===== config.mk =====
export PLATFORM = sky130hd
export DESIGN_NAME = ser_stat_flags
export DESIGN_NICKNAME = d
export VERILOG_FILES = /design/src/rtl/ser_stat_flags.sv
export SDC_FILE = /design/constraint.sdc
export NUM_CORES = 1
export LEC_CHECK = 0
export ABC_AREA = 1
export ABC_CLOCK_PERIOD_IN_PS = 800
export BUFFER_PORTS_ARGS = -buffer_cell sky130_fd_sc_hd__clkbuf_2
export CAP_MARGIN = 20
export CORE_MARGIN = 2
export CORE_UTILIZATION = 33
export DETAILED_ROUTE_END_ITERATION = 7
export GPL_TIMING_DRIVEN = 0
export PLACE_DENSITY = 0.77
export SETUP_SLACK_MARGIN = 0.1
export SYNTH_ARGS = -nofsm -noshare
export SYNTH_HDL_FRONTEND = slang
export SYNTH_SLANG_ARGS = --single-unit

===== constraint.sdc =====
create_clock -name clk -period 0.8 [get_ports clk]
set_input_delay 0.04 -clock clk [delete_from_list [all_inputs] [get_ports clk]]
set_output_delay 0.04 -clock clk [all_outputs]
set_load 0.05 [all_outputs]

===== src/rtl/ser_stat_flags.sv =====
module ser_stat_flags (
  input  logic       clk,
  input  logic       rst_n,
  input  logic       rx_en,
  input  logic       tx_en,
  input  logic       sync_mode,
  input  logic       rx_done,
  input  logic       rx_perr,
  input  logic       rx_mpb,
  input  logic       tx_load,
  input  logic       tx_last,
  input  logic       dma_wr,
  input  logic       cpu_rd,
  input  logic       cpu_wr,
  input  logic [7:0] cpu_wdata,
  output logic [7:0] cpu_rdata,
  output logic       per_flag,
  output logic       rx_full,
  output logic       tx_empty,
  output logic       tx_end,
  output logic       mpb,
  output logic       tx_mpb,
  output logic       rdr_load,
  output logic       rx_block,
  output logic       tx_block
);

  logic per_q, rdrf_q, tdre_q, tend_q, mpb_q, mpbt_q;
  logic arm_per, arm_rdrf, arm_tdre;

  wire accept   = rx_done & rx_en & ~per_q;
  wire clr_per  = cpu_wr & arm_per  & ~cpu_wdata[3];
  wire clr_rdrf = cpu_wr & arm_rdrf & ~cpu_wdata[4];
  wire clr_tdre = cpu_wr & arm_tdre & ~cpu_wdata[5];

  always_ff @(posedge clk or negedge rst_n) begin
    if (!rst_n) begin
      arm_per  <= 1'b0;
      arm_rdrf <= 1'b0;
      arm_tdre <= 1'b0;
    end else if (cpu_wr) begin
      arm_per  <= 1'b0;
      arm_rdrf <= 1'b0;
      arm_tdre <= 1'b0;
    end else if (cpu_rd) begin
      arm_per  <= arm_per  | per_q;
      arm_rdrf <= arm_rdrf | rdrf_q;
      arm_tdre <= arm_tdre | tdre_q;
    end
  end

  always_ff @(posedge clk or negedge rst_n) begin
    if (!rst_n) begin
      per_q  <= 1'b0;
      rdrf_q <= 1'b0;
      tdre_q <= 1'b1;
      tend_q <= 1'b1;
      mpb_q  <= 1'b0;
      mpbt_q <= 1'b0;
    end else begin
      if (accept & rx_perr)       per_q <= 1'b1;
      else if (clr_per)           per_q <= 1'b0;

      if (accept & ~rx_perr)      rdrf_q <= 1'b1;
      else if (clr_rdrf)          rdrf_q <= 1'b0;

      if (accept)                 mpb_q <= rx_mpb;

      if (tx_load)                tdre_q <= 1'b1;
      else if (clr_tdre | dma_wr) tdre_q <= 1'b0;

      if (~tx_en | (tx_last & tdre_q)) tend_q <= 1'b1;
      else if (clr_tdre | dma_wr)      tend_q <= 1'b0;

      if (cpu_wr)                 mpbt_q <= cpu_wdata[0];
    end
  end

  assign cpu_rdata = {2'b00, tdre_q, rdrf_q, per_q, tend_q, mpb_q, mpbt_q};
  assign per_flag  = per_q;
  assign rx_full   = rdrf_q;
  assign tx_empty  = tdre_q;
  assign tx_end    = tend_q;
  assign mpb       = mpb_q;
  assign tx_mpb    = mpbt_q;
  assign rdr_load  = accept;
  assign rx_block  = per_q;
  assign tx_block  = per_q & sync_mode;

endmodule



=== After elaboration in Yosys (flattened, before gate mapping) ===
Index checks and enable logic that the tools add are counted.
Widths: inputs -> output; s select.

* Flip-flop bits (word level): 9
* Input port bits: 21
* Logic and storage cells: 50

* Muxes and demuxes: 13
* Bitwise logic cells: 23
* Reductions and logical operators: 5

{| class="wikitable"
|+ Operators with widths
! cell !! count
|-
| $mux 1 || 13
|-
| $and 1x1->1 || 12
|-
| $reduce_bool 2->1 || 5
|-
| $not 1->1 || 6
|-
| $or 1x1->1 || 5
|}

=== Logic depth before layout (Yosys ltp) ===
* Depth after elaboration: 5
* Depth in mapped cells: 4
* Depth with buffers taken out: 4

=== Least setup slack after synthesis ===
No wires, ideal clock.

* Path kind: reg-to-reg
* From: register per_q (netlist: per_flag)
* To: register rdrf_q (netlist: rx_full)
* Setup time: 0.067 ns
* Data arrival time: 1.353 ns
* Required time: 0.733 ns
* Slack: -0.620 ns
* Cell stages (with the launch flop): 4
* Clock period less this slack: 1.420 ns
* Path through: dfrtp_1 > nor2_2 > nand2_1 > nand2_1

* Cells in the longest elaborated chain, start to end: 4
* Elaborated cells between the ends (all ways): 5

{| class="wikitable"
|+ Ends and longest elaborated chain
! item !! line !! source
|-
| start, declared || 28 || <nowiki>logic per_q, rdrf_q, tdre_q, tend_q, mpb_q, mpbt_q;</nowiki>
|-
| start signal, assigned || 54 || <nowiki>per_q <= 1'b0;</nowiki>
|-
| start signal, assigned || 61 || <nowiki>if (accept & rx_perr) per_q <= 1'b1;</nowiki>
|-
| start signal, assigned || 62 || <nowiki>else if (clr_per) per_q <= 1'b0;</nowiki>
|-
| $not 1->1 * || 31 || <nowiki>wire accept = rx_done & rx_en & ~per_q;</nowiki>
|-
| $and 1x1->1 * || 31 ||
|-
| named net rdr_load || 23 || <nowiki>output logic rdr_load,</nowiki>
|-
| $and 1x1->1 * || 64 || <nowiki>if (accept & ~rx_perr) rdrf_q <= 1'b1;</nowiki>
|-
| $mux 1 or $reduce_bool 2->1 (tied branches) || - ||
|-
| end signal, assigned || 55 || <nowiki>rdrf_q <= 1'b0;</nowiki>
|-
| end signal, assigned || 64 ||
|-
| end signal, assigned || 65 || <nowiki>else if (clr_rdrf) rdrf_q <= 1'b0;</nowiki>
|-
| end, declared || 28 ||
|}

The timed path passes the listed nets; every way through them passes the cells marked *.
A chain may end at the register's enable or synchronous reset.

=== Worst setup path in the final report ===
* From: register tdre_q (netlist: tx_empty)
* To: output cpu_rdata[5]

{| class="wikitable"
|+ RTL lines
! item !! line !! source
|-
| start, declared || 28 ||
|-
| start signal, assigned || 56 || <nowiki>tdre_q <= 1'b1;</nowiki>
|-
| start signal, assigned || 69 || <nowiki>if (tx_load) tdre_q <= 1'b1;</nowiki>
|-
| start signal, assigned || 70 || <nowiki>else if (clr_tdre | dma_wr) tdre_q <= 1'b0;</nowiki>
|-
| end, declared || 16 || <nowiki>output logic [7:0] cpu_rdata,</nowiki>
|}

No word-level cell between the ends.

==> impl_metrics.csv <==
group,metric,value,unit
outcome,outcome,"complete, but fails checks",
outcome,violations,"negative hold slack, negative setup slack",
drt,routed_wl,2040,um
timing,hold_violations,1,
setup_path,path_cells,"buf_8 > clkbuf_16",
cells_and_area,antennaDiodeCount,0,
placed_design,place_area,709,sq um
global_routing,grt_start_max_net_pins,10,
job,drv_cap,0,
synthesis,ys_ff_latch,9,
cells_and_area,final_area,1150,sq um
setup_path,critPathRequiredTime,0.76,ns
global_routing,grt_antenna_before_repair,0,
clock_network,clock-root-buffer,"clkbuf_4",
floorplanning,die_h,42.0,um
synthesis,syn_area,477,sq um
worst_hold_path,hold_class,"in2reg",
cells_and_area,drive_gt1_frac,0.721,
clock_network,clock_sinks,9,
power,power_leakage,0.585,nW
setup_path,crit_type,"reg2out",
cells_and_area,synthToLayoutAreaGrowth,141,%
floorplanning,dieArea,1760,sq um
clock_network,clk_path_buf_depth,2,
floorplanning,initial_utilization,0.362,
placed_design,routabilityCongestion,0.795,
setup_path,crit_buf_inv,2,
synthesis,synth_top_area_frac,0.367,
floorplanning,die_x,42.0,um
drt,drtAntennaViolNets,0,
timing,slew_viol_final,0,
timing,setup_viol,23,
drt,dr.pass1.iters,4,
timing,hold_ws,-0.0124,ns
clock_network,clk_pin_slew,0.07,ns
setup_path,critPathLaunchType,"register",
drt,wire_per_inst,17.1,um
global_routing,overflow,0,
setup_path,crit_fanout,4,
power,power-per-cell-area,3500,nW/um^2
power,irDropWorstVdd,2.01,mV
placed_design,dp_hpwl,853,um
setup_path,end_kind,"primary output",
global_routing,grt_usage,0.232,
setup_path,slowest_delay,0.65,ns
setup_path,crit_family,"flip-flops",
synthesis,yosys_warnings,0,
synthesis,syn_inst,56,
clock_network,clk_latency,0.27,ns
floorplanning,std_cell_rows,13,
timing,timing.final.crit_share,1.50,
clock_network,cts_tree,"yes",
setup_path,crit_slowest_cell,"dfstp_4",
timing,setup_tns,-5.60,ns
placed_design,numPortBuffers,30,
timing,fmax,836,MHz
clock_network,cts_htree_levels,1,
timing,period_needed,1.20,ns
cells_and_area,final_nets,126,
synthesis,yosysUniqueCellTypes,17,
synthesis,netlist_top_cells_area,"dfrtp_1 37%, buf_4 14%, dfstp_2 11%",
timing,finalClockSkew,0.00951,ns
drt,viasPerCell,4.63,
global_routing,grt_pass1_wl,2830,um
clock_network,cts_buffers,3,
synthesis,avgSynthCellArea,8.51,sq um
synthesis,synth_top_cell_by_area,"dfrtp_1",
synthesis,seq_area_frac_synth,0.478,
global_routing,grt_pass1_vias,547,
timing,rsz0062_at_grt,"yes",
floorplanning,core_region_area,1320,sq um
drt,drc,0,
timing,fin_ws,-0.397,ns
floorplanning,io-pin-count,38,
drt,vias,551,
drt,first_iter_violations,19,
setup_path,worst-endpoint-arrival,1.16,ns
## timing repair
| action | CTS | global route |
|---|---|---|
| endpoints found under the hold margin | 17 | 0 |
| setup endpoints to repair | 23 | 24 |
| hold buffers | 5 | 0 |
| pin swaps | 4 | 4 |
| buffers inserted | 7 | 3 |
| gates resized for setup | 49 | 17 |
## layer usage
metal,wire length [um],track usage,part of all wire,up-vias
met5,0,0,0,-
met4,69,0.0968,0.034,0
met3,108,0.0733,0.053,8
met2,1080,0.400,0.53,26
met1,776,0.261,0.38,260
li1,-,-,-,257
## worst register-to-register path, cell delays in order (launching register included)
cell and delay (ns):
dfrtp_2 0.49, buf_4 0.17, buf_6 0.11, inv_2 0.04, nand3_2 0.07, nand2_1 0.06, nand2_1 0.06
## power breakdown
group	internal [W]	switching [W]	total (W)
Clock	0.000193	0.000173	0.000366
Combinational	0.00146	0.00136	0.00283
Sequential	0.000593	0.000232	0.000825
## synth_stat cells
master / n
nand2_1: 11
buf_4: 9
dfrtp_1: 7
inv_1: 7
nand3_1: 4
a21oi_1: 3
nor2_1: 3
dfstp_2: 2
o21ai_1: 2
a21boi_0: 1
buf_6: 1
conb_1: 1
inv_2: 1
nand2_2: 1
nand3_2: 1
nor2_2: 1
o21ai_2: 1
## registers in the layout, indices dropped and copies added, names as in the netlist
signal    flops
tx_mpb        1
arm_rdrf      1
tx_end        1
per_flag      1
tx_empty      1
mpb           1
arm_tdre      1
rx_full       1
arm_per       1
## stage by stage
stage / total power (W) / util / cells / worst slack, ns
2_1_floorplan: 0.00199 / - / 57 / -0.285
3_3_place_gp: 0.00227 / 0.538 / 102 / -0.218
3_5_place_dp: 0.00231 / 0.538 / 102 / -0.220
4_1_cts: 0.00376 / 0.840 / 118 / -0.381
5_1_grt: 0.00413 / 0.871 / 119 / -0.412
6_report: 0.00402 / 0.871 / 119 / -0.397
## worst paths after layout
kind	endpoint	slack [ns]	cells past startpoint	startpoint
max reg2reg	mpb	-0.32	6	per_flag
min reg2reg	arm_per	0.51	2	arm_per
max	cpu_rdata[5]	-0.40	2	tx_empty
max in group asynchronous	tx_empty	0.38	2	rst_n
min in group asynchronous	arm_rdrf	0.15	2	rst_n
min	tx_mpb	-0.01	3	cpu_wdata[0]
## final cells by class
type / count / area [sq um]
buffer: 10 / 120
clock buffer: 4 / 26.3
fill: 52 / 170
inverter: 8 / 33.8
multi-input combinational: 30 / 198
sequential: 9 / 236
tap: 15 / 18.8
timing repair buffer: 43 / 514
## cell usage in the layout (no fill, tap or decap), types with 2 or more instances in the layout
cell,Yosys,routed
nor2_1,3,3
dfrtp_2,0,4
buf_4,9,6
clkbuf_2,0,15
a21oi_2,0,3
clkbuf_16,0,9
inv_2,1,2
buf_6,1,9
o21ai_2,1,2
nand2_1,11,8
dlygate4sd3_1,0,4
clkbuf_4,0,3
dfrtp_1,7,3
conb_1,1,2
buf_8,0,9
nand3_2,1,4
nand2_2,1,4
inv_1,7,5
## cells by family after synthesis
family          Yosys count  synth area share
compound gates            7            0.0866
buf+inv                  18             0.228
flops                     9             0.478
other cells               1           0.00787
simple gates             21             0.199
No activity file was read; power rests on OpenSTA's default activity.
